$ cat src/rtl/idle_pwr_mode_ctrl.sv
module idle_pwr_mode_ctrl #(
  parameter int DW        = 8,
  parameter int AW        = 3,
  parameter int RUN_SCALE = 16,
  parameter int R1_SCALE  = 16,
  parameter int R2_SCALE  = 128,
  parameter int REG_MAX   = 253
) (
  input  logic          clk,
  input  logic          rst_n,
  input  logic          frame_tick,
  input  logic          slow_tick,
  input  logic          motion,
  input  logic          wr_en,
  input  logic [AW-1:0] wr_addr,
  input  logic [DW-1:0] wr_data,
  output logic [1:0]    mode,
  output logic          sample_stb,
  output logic [DW-1:0] mode_rd
);

  localparam int FCW = $clog2(REG_MAX * RUN_SCALE + 1);
  localparam int DCW = $clog2(REG_MAX * (R1_SCALE > R2_SCALE ? R1_SCALE : R2_SCALE) + 1);
  localparam logic [DW-1:0] SAT = DW'(REG_MAX);

  localparam logic [1:0] M_RUN = 2'd0;
  localparam logic [1:0] M_R1  = 2'd1;
  localparam logic [1:0] M_R2  = 2'd2;
  localparam logic [1:0] M_R3  = 2'd3;

  localparam logic [AW-1:0] A_RUN_DS = AW'(0);
  localparam logic [AW-1:0] A_R1_PER = AW'(1);
  localparam logic [AW-1:0] A_R1_DS  = AW'(2);
  localparam logic [AW-1:0] A_R2_PER = AW'(3);
  localparam logic [AW-1:0] A_R2_DS  = AW'(4);
  localparam logic [AW-1:0] A_R3_PER = AW'(5);
  localparam logic [AW-1:0] A_MODE   = AW'(6);

  logic [DW-1:0]  run_ds, r1_per, r1_ds, r2_per, r2_ds, r3_per;
  logic [1:0]     force_md, mode_q;
  logic [FCW-1:0] fcnt;
  logic [DCW-1:0] dcnt;
  logic [DW-1:0]  pcnt;
  logic [DW-1:0]  cur_per;
  logic [FCW-1:0] run_lim;
  logic [DCW-1:0] rest_lim;
  logic           per_done, run_to, rest_to;

  wire          wr_mode = wr_en && (wr_addr == A_MODE);
  wire [1:0]    wr_md   = wr_data[DW-1 -: 2];
  wire [DW-1:0] wsat    = (wr_data > SAT) ? SAT : wr_data;

  always_ff @(posedge clk) begin
    if (!rst_n) begin
      run_ds   <= DW'(8'h46);
      r1_per   <= DW'(8'h00);
      r1_ds    <= DW'(8'h4F);
      r2_per   <= DW'(8'h09);
      r2_ds    <= DW'(8'h2F);
      r3_per   <= DW'(8'h31);
      force_md <= M_RUN;
    end else if (wr_en) begin
      case (wr_addr)
        A_RUN_DS: run_ds   <= (wsat == '0) ? DW'(1) : wsat;
        A_R1_PER: r1_per   <= wsat;
        A_R1_DS:  r1_ds    <= wsat;
        A_R2_PER: r2_per   <= wsat;
        A_R2_DS:  r2_ds    <= wsat;
        A_R3_PER: r3_per   <= wsat;
        A_MODE:   force_md <= wr_md;
        default: ;
      endcase
    end
  end

  always_comb begin
    case (mode_q)
      M_R1:    cur_per = r1_per;
      M_R2:    cur_per = r2_per;
      default: cur_per = r3_per;
    endcase
  end

  assign run_lim  = FCW'(run_ds) * FCW'(RUN_SCALE);
  assign rest_lim = (mode_q == M_R1) ? DCW'(r1_ds) * DCW'(R1_SCALE)
                                     : DCW'(r2_ds) * DCW'(R2_SCALE);
  assign per_done = (mode_q != M_RUN) && slow_tick && (pcnt >= cur_per);
  assign run_to   = (mode_q == M_RUN) && frame_tick &&
                    ((FCW+1)'(fcnt) + (FCW+1)'(1) >= (FCW+1)'(run_lim));
  assign rest_to  = per_done && (mode_q == M_R1 || mode_q == M_R2) && (rest_lim != '0) &&
                    ((DCW+1)'(dcnt) + (DCW+1)'(1) >= (DCW+1)'(rest_lim));

  always_ff @(posedge clk) begin
    if (!rst_n) begin
      mode_q     <= M_RUN;
      fcnt       <= '0;
      dcnt       <= '0;
      pcnt       <= '0;
      sample_stb <= 1'b0;
    end else begin
      sample_stb <= (mode_q == M_RUN) ? frame_tick : per_done;
      if (wr_mode) begin
        mode_q <= wr_md;
        fcnt   <= '0;
        dcnt   <= '0;
        pcnt   <= '0;
      end else if (force_md != M_RUN) begin
        fcnt <= '0;
        dcnt <= '0;
        if (per_done)       pcnt <= '0;
        else if (slow_tick) pcnt <= pcnt + 1'b1;
      end else if (motion || run_to || rest_to) begin
        mode_q <= motion ? M_RUN : mode_q + 2'd1;
        fcnt   <= '0;
        dcnt   <= '0;
        pcnt   <= '0;
      end else if (mode_q == M_RUN) begin
        if (frame_tick) fcnt <= fcnt + 1'b1;
      end else if (per_done) begin
        pcnt <= '0;
        if (mode_q != M_R3) dcnt <= dcnt + 1'b1;
      end else if (slow_tick) begin
        pcnt <= pcnt + 1'b1;
      end
    end
  end

  assign mode    = mode_q;
  assign mode_rd = {mode_q, {(DW-2){1'b0}}};

  AST_MOTION_WAKE: assert property (@(posedge clk) disable iff (!rst_n)
    (motion && !wr_mode && force_md == M_RUN) |=> (mode == M_RUN));
  AST_FORCE_HOLD: assert property (@(posedge clk) disable iff (!rst_n)
    (force_md != M_RUN && !wr_mode) |=> $stable(mode));
  AST_STEP_ORDER: assert property (@(posedge clk) disable iff (!rst_n)
    (!wr_mode && !motion) |=> (mode == $past(mode) || mode == 2'($past(mode) + 2'd1)));
  AST_REST_QUIET: assert property (@(posedge clk) disable iff (!rst_n)
    (mode != M_RUN && !slow_tick) |=> !sample_stb);
  AST_MODE_WRITE: assert property (@(posedge clk) disable iff (!rst_n)
    wr_mode |=> (mode_rd[DW-1 -: 2] == $past(wr_md)));

endmodule

$ cat config.mk
export PLATFORM = sky130hd
export DESIGN_NAME = idle_pwr_mode_ctrl
export DESIGN_NICKNAME = d
export VERILOG_FILES = /design/src/rtl/idle_pwr_mode_ctrl.sv
export SDC_FILE = /design/constraint.sdc
export NUM_CORES = 1
export LEC_CHECK = 0
export BUFFER_PORTS_ARGS = -buffer_cell sky130_fd_sc_hd__buf_2
export CAP_MARGIN = 20
export CORE_ASPECT_RATIO = 0.8
export CORE_UTILIZATION = 55
export CTS_CLUSTER_SIZE = 16
export DETAILED_ROUTE_END_ITERATION = 10
export PLACE_DENSITY = 0.76
export SLEW_MARGIN = 25
export SYNTH_ARGS = -nofsm -noshare
export SYNTH_HDL_FRONTEND = slang
export SYNTH_SLANG_ARGS = --single-unit
export TNS_END_PERCENT = 10
$ cat constraint.sdc
create_clock -name clk -period 3.2 [get_ports clk]
set_input_delay 0.64 -clock clk [delete_from_list [all_inputs] [get_ports clk]]
set_output_delay 0.64 -clock clk [all_outputs]
set_load 0.01 [all_outputs]
## After elaboration in Yosys (flattened, before gate mapping)

Cells that the tools add are included.

- Input bits: 17
- Output and inout bits: 11
- Bits in registers: 88
- Logic and storage cells: 79

- Reductions and logical operators: 30
- Magnitude comparators: 4
- Add/sub/neg operators: 6
- Equal/unequal tests: 11
- Bitwise gates (word level): 2
- Multiplexer cells: 14

Operators by type and width:

| cell | count |
|---|---|
| $mux W8 | 7 |
| $reduce_and A2 Y1 | 9 |
| $add A15 B1 Y16 const B | 1 |
| $ge A16 B15 Y1 | 1 |
| $pmux W8 S2 | 1 |
| $add A15 B1 Y15 const B | 1 |
| $mux W15 | 1 |
| $reduce_bool A15 Y1 | 1 |
| $add A12 B1 Y13 const B | 1 |
| $ge A13 B12 Y1 | 1 |
| $add A12 B1 Y12 const B | 1 |
| $eq A3 B3 Y1 const B | 3 |
| $add A8 B1 Y8 const B | 1 |
| $ge A8 B8 Y1 | 1 |
| $gt A8 B8 Y1 const B | 1 |
| $logic_and A1 B1 Y1 | 8 |
| $logic_not A8 Y1 | 1 |
| $mux W2 | 4 |
| $eq A3 B2 Y1 const B | 2 |
| $reduce_bool A2 Y1 | 3 |
| $ne A2 B2 Y1 const B | 2 |
| $reduce_or A4 Y1 | 1 |
| $eq A3 B1 Y1 const B | 1 |
| $logic_not A3 Y1 | 1 |
| other kinds (10) | 13 |

## Logic depth before layout (Yosys ltp)

Gate-level depths: netlist of run 1.

- Depth in word-level cells: 11
- Depth in mapped cells: 15
- Gate-level depth less buffers: 14

## Worst setup path after synthesis of run 1

No wires, ideal clock.

- Path kind: reg-to-reg
- Start point: reg mode_q[0] (netlist: mode[0])
- End point: reg pcnt[0]
- Setup time: 0.121 ns
- Data arrival time: 3.113 ns
- Slack: -0.034 ns
- Buffers on the path: 1
- Stages on the path, launching flop included: 14
- Required time: 3.079 ns
- Path through: dfxtp_1 -> inv_1 -> ha_1 -> inv_1 -> clkbuf_1 -> a21oi_1 -> ha_1 -> a211oi_1 -> a211oi_1 -> a21oi_1 -> nor3_1 -> o21ai_4 -> a32o_1 -> mux2_2

- Longest elaborated chain between the ends: 10
- Elaborated cells on any way between the ends: 24
- Those cells by class: order compare: 2; eq/ne: 3; mux: 6; reduce/logical: 13

Ends and longest elaborated chain:

| what | RTL line | RTL |
|---|---|---|
| start, declared | 40 | `logic [1:0] force_md, mode_q;` |
| start signal, assigned | 103 | `mode_q <= wr_md;` |
| start signal, assigned | 113 | `mode_q <= motion ? M_RUN : mode_q + 2'd1;` |
| $eq A2 B2 Y1 / $eq A2 B1 Y1 (equally long branches) | 77, 90, 85 |  |
| $pmux W8 S2 | 77 | `case (mode_q)` |
| $ge A8 B8 Y1 | 87 | `assign per_done = (mode_q != M_RUN) && slow_tick && (pcnt >= cur_per);` |
| $logic_and A1 B1 Y1 | 87 |  |
| $logic_and A1 B1 Y1 (3 in series) | 90 | `assign rest_to = per_done && (mode_q == M_R1 \|\| mode_q == M_R2) && (rest_lim != '0) &&` |
| $logic_or A1 B1 Y1 | 112 | `end else if (motion \|\| run_to \|\| rest_to) begin` |
| $mux W8 | 112 |  |
| $mux W8 | 107 | `end else if (force_md != M_RUN) begin` |
| end signal, assigned | 111 | `else if (slow_tick) pcnt <= pcnt + 1'b1;` |
| end signal, assigned | 123 | `pcnt <= pcnt + 1'b1;` |
| end, declared | 43 | `logic [DW-1:0] pcnt;` |

Parallel ways exist; a longest one is shown, timed or not. The select of a mux whose other input is x is not followed.
A chain may end at the register's enable or synchronous reset.

## Worst setup path after layout of run 1

- Start point: reg fcnt[0]
- End point: reg pcnt[0]

- Longest elaborated chain between the ends: 7
- Elaborated cells on any way between the ends: 8
- Those cells by class: add/sub: 1; order compare: 1; eq/ne: 1; mux: 2; reduce/logical: 3

Ends and longest elaborated chain:

| what | RTL line | RTL |
|---|---|---|
| start, declared | 41 | `logic [FCW-1:0] fcnt;` |
| start signal, assigned | 118 | `if (frame_tick) fcnt <= fcnt + 1'b1;` |
| $add A12 B1 Y13 * | 89 | `((FCW+1)'(fcnt) + (FCW+1)'(1) >= (FCW+1)'(run_lim));` |
| $ge A13 B12 Y1 * | 89 |  |
| $logic_and A1 B1 Y1 * | 88 | `assign run_to = (mode_q == M_RUN) && frame_tick &&` |
| $logic_or A1 B1 Y1 * (2 in series) | 112 |  |
| $mux W8 | 112 |  |
| $mux W8 | 107 |  |

Every way passes the cells marked *; elsewhere a longest branch is shown, timed or not.

==> qor.txt, run 1 <==
Die ar. - 0.00962 mm^2
leakage power - 2.39 nW
CP max FO - 3
CP peak stage delay - 0.37 ns
Bufs on Longest Clock Path - 2
vias in the first global route - 4093
cell with the most instances after synthesis - nand2_1
clock-pin slew on the worst setup and hold paths - 0.06 ns
top cell type by total area after synthesis - dfxtp_1
mux cell area share after synthesis - 0.0377
Slew @ Worst Pin - 0.682 ns
power per cell area - 428 mW/mm^2
GR Overflow Total - 0
Num CTS Buffers - 9
FF-to-FF End - pcnt[0]
Avg WL per Cell - 16.0 um
CP arrival - 3.33 ns
core footprint - 0.00871 mm^2
via/cell ratio - 5.86
Buf/Inv on CP - 2
Row Count - 30
launching point of the worst reg2reg path - fcnt[0]
max-slew violation count - 0
Register Area - 0.00177 mm^2
Starting Density - 0.583
Min-Delay Path Depth - 2
Max Cap Viol - 0
crit path kind - register to register
share of the synthesized area in the top cell type - 0.347
Post-Syn Area - 0.00508 mm^2
share of cells above drive strength 1 - 0.174
simple-gate portion of the synthesized area - 0.244
H-tree depth - 3
number of I/O port buffers - 21
R2R cell count - 15
ys async rst share - 0
hold endpoint - r1_per[2]
Final WS setup - 0.114 ns
FF+latch count, synth - 88
CTS Root Cell - clkbuf_16
Largest register FFs - 15
minimum clock period - 3.09 ns
Largest regs - dcnt (15), fcnt (12)
most common library cells after synthesis - nand2_1 (95), dfxtp_1 (88), nor2_1 (50)
Critical Path End Type - register
DRC - 0
CTS tree - done
Fillers - 705
first-pass GRT wire length - 19.2 mm
Mapped Avg Cell Area - 8.24 um^2
Critical Path RT - 3.44 ns
n_diodes - 0
largest net degree at the start of global routing - 54
multi-input logic area - 0.00323 mm^2
Slew HR - 0.542
initial antenna violation count - 0
EDFF count, synth - 0
register area share after synthesis - 0.347
post-synth cell types - 52
largest family of logic cells by synthesized area - simple AND/OR/NAND/NOR gates
DP Worst Slack - -0.124 ns
DR vias - 4463
Tcrit/Tclk final - 0.965
GRT Total Usage - 0.259
crit start category - register
HPWL Detailed - 8.33 mm
Hold WC Path Type - register to register
Fmax - 324 MHz
synthesis-to-layout area growth - 16.6%
Hold WS - 0.468 ns
Final nets - 699
Placer Congestion - 0.821
RSZ-0062 raised after global routing - true
worst skew pair latency - 0.35 ns
die height - 87.9 um
Slowest-stage cell, CP - dfxtp_4
Horiz. Die Dim - 109 um
# hold bufs at CTS - 0
crit-path cells - buf_6 -> and3_4 -> nand3_4 -> nor2_4 -> buf_6 -> nand3_4 -> xnor2_2 -> ha_1 -> nand3_2 -> nor4_4 -> a211oi_2 -> o211ai_1 -> a21oi_2 -> a32o_2 -> mux2_4
# setup viols final - 0
antenna-violating nets left - 0
Adder-Cell Fraction of Synth Area - 0.0912
Core Util, Final - 0.680
VDD IR max - 0.474 mV
wire length after detailed routing - 12.2 mm
Iter 0 DRT Violations - 339
hold violation count in the final report - 0
First-pass DRT Iterations - 5
# clock sinks - 88
setup slack, reg-to-reg - 0.11 ns
Max Clock Skew - 0.00616 ns
Compound-Gate Fraction of Synth Area - 0.143
YS warnings - 0
outcome - completed
Mapped Cells - 616
dominant synthesized flop cell - dfxtp_1
Post-Synth XOR/XNOR Area - 0.0811
largest register by flop count - dcnt
Synth area leaders - dfxtp_1 (35%), ha_1 (9.1%), nand2_1 (7.0%), xnor2_1 (4.3%), nand3_1 (3.9%)
family with the most delay on the worst path - compound AO/OA/AOI/OAI gates
Hold Crit Start - r1_per[2]
total I/O pin count - 28
==> what timing repair did <==
item,in CTS,in global routing
endpoints found under the hold margin,0,0
setup buffers,0,9
gates resized for setup,2,45
cloned,0,1
pin swaps,0,14
setup endpoints to repair,13,37
==> power breakdown <==
| part | leakage [nW] | total, mW | switching, mW | internal, mW |
|---|---|---|---|---|
| Combinational | 1.50 | 0.171 | 0.108 | 0.0631 |
| Sequential | 0.715 | 1.13 | 0.0125 | 1.11 |
| Clock | 0.171 | 1.24 | 0.465 | 0.773 |
| Total | 2.39 | 2.53 | 0.586 | 1.95 |
==> worst max-delay path by stage <==
| stage | slack, ns | startpoint | depth (start not counted) | endpoint |
|---|---|---|---|---|
| floorplan | 0.07 | mode[0] | 13 | pcnt[0] |
| global placement | 0.04 | mode[1] | 13 | dcnt[7] |
| detailed placement | -0.12 | mode[1] | 13 | dcnt[7] |
| CTS | -0.02 | mode[1] | 13 | pcnt[0] |
| global route | -0.07 | fcnt[0] | 15 | pcnt[0] |
| finish | 0.11 | fcnt[0] | 15 | pcnt[0] |
==> through the flow <==
step                total power, mW  TNS, ns  std cells  instance area [um^2]
finish                         2.53        0        762                  5920
global route                   2.61   -0.303        762                  5920
detailed placement             1.31    -1.08        736                  5300
global placement               1.30        0        736                  5300
CTS                            2.54  -0.0153        752                  5650
floorplan                      1.26        0        621                  5100
==> layer usage <==
metal / global-route usage / vias up / wire, um
met1: 0.351 / 2116 / 5520
met5: 0 / - / 0
li1: - / 2178 / -
met3: 0.0565 / 22 / 771
met2: 0.405 / 147 / 5720
met4: 0.0982 / 0 / 212
==> layout by cell type (no fill, tap or decap), drive strengths merged, types with 5 or more instances in the layout <==
| cell type | synthesis | layout |
|---|---|---|
| ha | 37 | 37 |
| a21boi | 20 | 20 |
| xnor2 | 25 | 25 |
| a31oi | 5 | 5 |
| and2 | 8 | 8 |
| a21oi | 22 | 22 |
| nand2 | 96 | 96 |
| a22oi | 9 | 9 |
| o211ai | 11 | 11 |
| xor2 | 22 | 22 |
| nand3 | 40 | 40 |
| o21ai | 17 | 17 |
| conb | 1 | 6 |
| clkbuf | 24 | 9 |
| nand2b | 5 | 5 |
| nand4 | 12 | 12 |
| and3 | 10 | 10 |
| nor2b | 15 | 15 |
| buf | 15 | 51 |
| nor2 | 50 | 50 |
| nor3 | 17 | 17 |
| dfxtp | 88 | 88 |
| mux2i | 18 | 18 |
| inv | 17 | 19 |
==> final cells by class <==
class / count / area share
Clock buffer: 9 / 0.0381
Clock inverter: 7 / 0.0211
Inverter: 17 / 0.0114
Multi-Input combinational cell: 477 / 0.546
Sequential cell: 88 / 0.299
Tap cell: 112 / 0.0237
Timing Repair Buffer: 51 / 0.0592
Timing Repair inverter: 1 / 0.00127
==> worst min-delay path, cell delays in order (launching register included) <==
cell      delay (ns)
dfxtp_1         0.31
nand2_1         0.05
a21boi_0        0.06
==> kinds of logic (layout without fill, tap and decap cells) <==
group | after synthesis | in the layout
xor gates and xnor gates | 47 | 47
adders and majority gates | 37 | 37
and+or+nand+nor | 264 | 264
buffers and inverters | 56 | 85
muxes | 19 | 19
other | 1 | 6
AOI/OAI and AO/OA | 104 | 104
DFF | 88 | 88
Power figures use the tool's default switching activity.
==> run 2, diff against run 1 <==
--- a/config.mk
+++ b/config.mk
@@ -9,8 +9,10 @@
 export CAP_MARGIN = 20
 export CORE_ASPECT_RATIO = 0.8
 export CORE_UTILIZATION = 55
+export CTS_BUF_LIST = sky130_fd_sc_hd__clkbuf_8
 export CTS_CLUSTER_SIZE = 16
 export DETAILED_ROUTE_END_ITERATION = 10
+export MAX_ROUTING_LAYER = met4
 export PLACE_DENSITY = 0.76
 export SLEW_MARGIN = 25
 export SYNTH_ARGS = -nofsm -noshare
==> qor.txt, run 2 (synthesis gave the netlist of run 1 again) <==
crit path kind - register to register
CP max FO - 3 (unchanged)
largest net degree at the start of global routing - 54 (unchanged)
CP peak stage delay - 0.38 ns (about the same)
DRC - 0 (unchanged)
R2R cell count - 14 (-1)
internal power - 1.70 mW (-13%)
Sum Neg Setup Slack - 0 ns (unchanged)
Bufs on Longest Clock Path - 2 (unchanged)
Psw - 546 uW (-6.8%)
# hold bufs at CTS - 0 (unchanged)
total I/O pin count - 28 (unchanged)
Min-Delay Path Depth - 2 (unchanged)
most frequent cells in the layout - nand2_1 (94), dfxtp_1 (83), nor2_1 (46)
clock power share - 0.425 (-0.063)
First-pass DRT Iterations - 5 (unchanged)
antenna-violating nets left - 0 (unchanged)
Die ar. - 0.00962 mm^2 (unchanged)
H-tree depth - 3 (unchanged)
Slew HR - 0.552 (+0.0104)
Avg WL per Cell - 15.7 um (-2.3%)
final std cells w/o fill - 761 (-0.13%)
GR Overflow Total - 0 (unchanged)
synthesis-to-layout area growth - 13.7%
Critical Path End Type - register
leakage power - 2.33 nW (-2.5%)
hold violation count in the final report - 0 (unchanged)
Max Cap Viol - 0 (unchanged)
Core Util, Final - 0.663 (-0.0167)
DP Worst Slack - -0.124 ns (unchanged)
Gate power share - 0.075 (+0.007)
Num CTS Buffers - 9 (unchanged)
power per cell area - 390 mW/mm^2 (-9.0%)
via/cell ratio - 5.74 (-2.0%)
Iter 0 DRT Violations - 332 (-2.1%)
Hold WC Path Type - register to register
DR vias - 4367 (-2.2%)
n_diodes - 0 (unchanged)
wire length after detailed routing - 11.9 mm (-2.5%)
vias in the first global route - 4062 (-0.76%)
CP arrival - 3.39 ns (+0.06 ns)
clock-pin slew on the worst setup and hold paths - 0.09 ns (+0.03 ns)
GRT Total Usage - 0.266 (+0.00648)
Switching Share - 0.243 (+0.0115)
# clock sinks - 88 (unchanged)
Slew @ Worst Pin - 0.667 ns (-0.0155 ns)
Max Clock Skew - 0.00855 ns (+0.00238 ns)
largest register by flop count - dcnt
Fillers - 740 (+5.0%)
minimum clock period - 3.12 ns (+0.0360 ns)
Final nets - 698 (-0.14%)
die height - 87.9 um (unchanged)
Fmax - 320 MHz (-1.2%)
Row Count - 30 (unchanged)
Largest regs - dcnt (15), fcnt (12)
outcome - completed
Critical Path RT - 3.47 ns (+0.03 ns)
Tcrit/Tclk final - 0.976 (+0.0112)
RSZ-0062 raised after global routing - true
CTS Root Cell - clkbuf_8
crit-path cells - ha_4 -> nand3_4 -> or2_4 -> inv_2 -> nand2_2 -> xnor2_2 -> ha_1 -> nand4_1 -> nor4_2 -> a211oi_2 -> o211ai_1 -> nor2_2 -> a32o_2 -> mux2_4
share of cells above drive strength 1 - 0.173 (-0.00127)
Final Power - 2.25 mW (-11%)
core footprint - 0.00871 mm^2 (unchanged)
Post-Place Cells - 736 (unchanged)
Slowest-stage cell, CP - dfxtp_2
VDD IR max - 0.369 mV (-22%)
register share of total power - 0.500 (+0.056)
number of I/O port buffers - 21 (unchanged)
initial antenna violation count - 0 (unchanged)
first-pass GRT wire length - 19.1 mm (-0.50%)
Placer Congestion - 0.834 (+1.5%)
HPWL Detailed - 8.33 mm (unchanged)
crit start category - register
Largest register FFs - 15 (unchanged)
CTS tree - done
worst skew pair latency - 0.38 ns (+0.03 ns)
Final WS setup - 0.0776 ns (-0.0360 ns)
Starting Density - 0.583 (unchanged)
max-slew violation count - 0 (unchanged)
most common cell after layout, fill and taps aside - nand2_1
Horiz. Die Dim - 109 um (unchanged)
# setup viols final - 0 (unchanged)
-- run 2: layout make-up --
cell class              instances  area (um^2)  share of cell area
multi-input cells             477         3200               0.555
flip-flops and latches         88         1770               0.307
repair buffers                 50          339              0.0587
well taps                     112          140              0.0243
clock inverters                 7          125              0.0217
clock buffers                   9          124              0.0215
inverters                      17         67.6              0.0117
repair inverters                1         5.00            0.000867
-- run 2: through the flow --
step                hold WS (ns)  area (um^2)
detailed placement         0.462         5300
CTS                        0.475         5550
global route               0.497         5770
floorplan                  0.441         5100
global placement           0.452         5300
finish                     0.472         5770
-- run 2: worst max-delay path, delay by kind of cell, from the launching register on --
family / cells / cell delay, ns
AO/OA/AOI/OAI: 3 / 0.76
XOR/XNOR: 1 / 0.15
adder cells (fa/ha/maj): 2 / 0.47
buffers and inverters: 1 / 0.06
flip-flops: 1 / 0.38
multiplexers: 1 / 0.25
AND/OR/NAND/NOR: 6 / 0.96
-- run 2: repair_timing --
action,4_1_cts,5_1_grt
pin swaps,0,18
setup endpoints to repair,12,37
cloned,0,1
buffers inserted,0,8
hold endpoints to repair,0,0
resized for setup,1,40
-- run 2: path summary, 6_finish.rpt --
check | end | slack (ns) | from
setup reg to reg | pcnt[0] | 0.08 | fcnt[1]
setup / recovery | pcnt[0] | 0.08 | fcnt[1]
hold reg to reg | r1_per[2] | 0.47 | r1_per[2]
hold / removal | r1_per[2] | 0.47 | r1_per[2]
-- run 2: layer usage --
layer / up-vias / track usage / share of wire
met4: 0 / 0.0933 / 0.020
met2: 128 / 0.403 / 0.46
li1: 2174 / - / -
met1: 2039 / 0.350 / 0.47
met3: 26 / 0.0565 / 0.054
met5: - / - / 0
-- run 2: power groups by stage --
stage,Combinational [mW],Sequential [mW],Clock (mW)
final,0.170,1.12,0.955
after global routing,0.187,1.13,1.02
after detailed placement,0.157,1.15,0
after global placement,0.152,1.15,0
after floorplan,0.113,1.15,0
after CTS,0.158,1.12,0.972
==> run 3, diff against run 2 <==
--- a/config.mk
+++ b/config.mk
@@ -14,6 +14,7 @@
 export DETAILED_ROUTE_END_ITERATION = 10
 export MAX_ROUTING_LAYER = met4
 export PLACE_DENSITY = 0.76
+export RECOVER_POWER = 25
 export SLEW_MARGIN = 25
 export SYNTH_ARGS = -nofsm -noshare
 export SYNTH_HDL_FRONTEND = slang
==> qor.txt, run 3 (synthesis gave the netlist of run 1 again) <==
outcome - completed
# clock sinks - 88 (unchanged)
Max Cap Viol - 0 (unchanged)
Final WS setup - 0.0704 ns (-0.00716 ns)
Starting Density - 0.583 (unchanged)
Fmax - 320 MHz (-0.23%)
Min-Delay Path Depth - 2 (unchanged)
VDD IR max - 0.369 mV (about the same)
largest net degree at the start of global routing - 54 (unchanged)
Tcrit/Tclk final - 0.978 (+0.00224)
via/cell ratio - 5.76 (+0.44%)
Largest regs - dcnt (15), fcnt (12)
most frequent cells in the layout - nand2_1 (94), dfxtp_1 (83), nor2_1 (46)
# hold bufs at CTS - 0 (unchanged)
Largest register FFs - 15 (unchanged)
DP Worst Slack - -0.124 ns (unchanged)
minimum clock period - 3.13 ns (+0.00716 ns)
First-pass DRT Iterations - 5 (unchanged)
crit path to - pcnt[0]
HPWL Detailed - 8.33 mm (unchanged)
most common cell after layout, fill and taps aside - nand2_1
Num CTS Buffers - 9 (unchanged)
final std cells w/o fill - 761 (unchanged)
Row Count - 30 (unchanged)
core footprint - 0.00871 mm^2 (unchanged)
die height - 87.9 um (unchanged)
Hold WC Path Type - register to register
Critical Path RT - 3.47 ns (about the same)
Slew @ Worst Pin - 0.667 ns (+0.000370 ns)
launching point of the worst reg2reg path - fcnt[1]
Final Power - 2.25 mW (about the same)
initial antenna violation count - 0 (unchanged)
Slew HR - 0.552 (about the same)
Critical Path End Type - register
RSZ-0062 raised after global routing - true
CP arrival - 3.40 ns (about the same)
GRT Total Usage - 0.266 (unchanged)
DRC - 0 (unchanged)
CTS Root Cell - clkbuf_8
Max Clock Skew - 0.00733 ns (-0.00121 ns)
Horiz. Die Dim - 109 um (unchanged)
CP max FO - 3 (unchanged)
H-tree depth - 3 (unchanged)
largest register by flop count - dcnt
Bufs on Longest Clock Path - 2 (unchanged)
Final nets - 698 (unchanged)
DR vias - 4386 (+0.44%)
hold violation count in the final report - 0 (unchanged)
leakage power - 2.31 nW (-0.66%)
setup slack, reg-to-reg - 0.07 ns (about the same)
antenna-violating nets left - 0 (unchanged)
R2R cell count - 15 (+1)
share of cells above drive strength 1 - 0.166 (-0.00616)
synthesis-to-layout area growth - 13.6%
max-slew violation count - 0 (unchanged)
vias in the first global route - 4062 (unchanged)
Post-Place Cells - 736 (unchanged)
GR Overflow Total - 0 (unchanged)
Die ar. - 0.00962 mm^2 (unchanged)
n_diodes - 0 (unchanged)
crit path from - fcnt[1]
wire length after detailed routing - 12.0 mm (+0.34%)
clock-pin slew on the worst setup and hold paths - 0.09 ns (about the same)
Fillers - 745 (+0.68%)
total I/O pin count - 28 (unchanged)
Iter 0 DRT Violations - 334 (+0.60%)
number of I/O port buffers - 21 (unchanged)
Placer Congestion - 0.834 (unchanged)
Avg WL per Cell - 15.7 um (+0.34%)
# setup viols final - 0 (unchanged)
crit start category - register
power per cell area - 390 mW/mm^2 (+0.10%)
worst skew pair latency - 0.38 ns (about the same)
FF-to-FF End - pcnt[0]
crit path kind - register to register
first-pass GRT wire length - 19.1 mm (unchanged)
CTS tree - done
==> run 3: power by group <==
part | total (mW) | switching (mW) | leakage [nW] | internal (mW)
sequential | 1.12 | 0.0121 | 0.715 | 1.11
combinational | 0.169 | 0.107 | 1.47 | 0.0616
clock | 0.954 | 0.426 | 0.125 | 0.528
total | 2.25 | 0.546 | 2.31 | 1.70
==> run 3: per-layer routing <==
metal,part of all wire,track usage,vias up
met4,0.022,0.0933,0
met2,0.46,0.403,135
li1,-,-,2173
met1,0.46,0.350,2051
met5,0,-,-
met3,0.059,0.0565,27
==> run 3: layout make-up <==
cell class	count	area (um^2)	area share
clock buffers	9	124	0.0215
clock inverters	7	125	0.0217
inverters	17	67.6	0.0117
multi-input cells	477	3200	0.555
flip-flops and latches	88	1770	0.307
well taps	112	140	0.0243
repair buffers	50	332	0.0575
repair inverters	1	5.00	0.000868
==> run 3: timing repair <==
item                       4_1_cts  5_1_grt
gates cloned                     0        1
setup endpoints to repair       12       37
pin swaps                        0       18
resized for setup                1       40
setup buffers                    0        8
==> run 3: how the worst min path moves through the flow <==
| stage | startpoint | to |
|---|---|---|
| 6_report | r1_per[2] | r1_per[2] |
| 4_1_cts | r1_per[2] | r1_per[2] |
| 3_3_place_gp | r1_ds[6] | r1_ds[6] |
| 2_1_floorplan | r1_ds[6] | r1_ds[6] |
| 5_1_grt | r1_ds[7] | r1_ds[7] |
| 3_5_place_dp | r1_per[2] | r1_per[2] |
==> run 3: metrics by stage <==
step | hold slack [ns] | area, um^2 | TNS [ns] | util
after global routing | 0.497 | 5770 | -0.420 | 0.662
after global placement | 0.452 | 5300 | 0 | 0.608
after detailed placement | 0.462 | 5300 | -1.08 | 0.608
after CTS | 0.475 | 5550 | -0.0192 | 0.637
after floorplan | 0.441 | 5100 | 0 | -
final | 0.471 | 5770 | 0 | 0.662
==> run 3: critical path, cell delays in order (launching register included) <==
cell	delay [ns]
dfxtp_2	0.38
buf_4	0.13
and3_4	0.18
nand3_2	0.09
nor2_2	0.11
buf_4	0.13
nand3_1	0.08
xnor2_1	0.16
ha_1	0.32
nand3_1	0.10
nor4_2	0.23
a211oi_2	0.14
o211ai_1	0.34
nor2_2	0.12
a32o_2	0.27
mux2_4	0.25
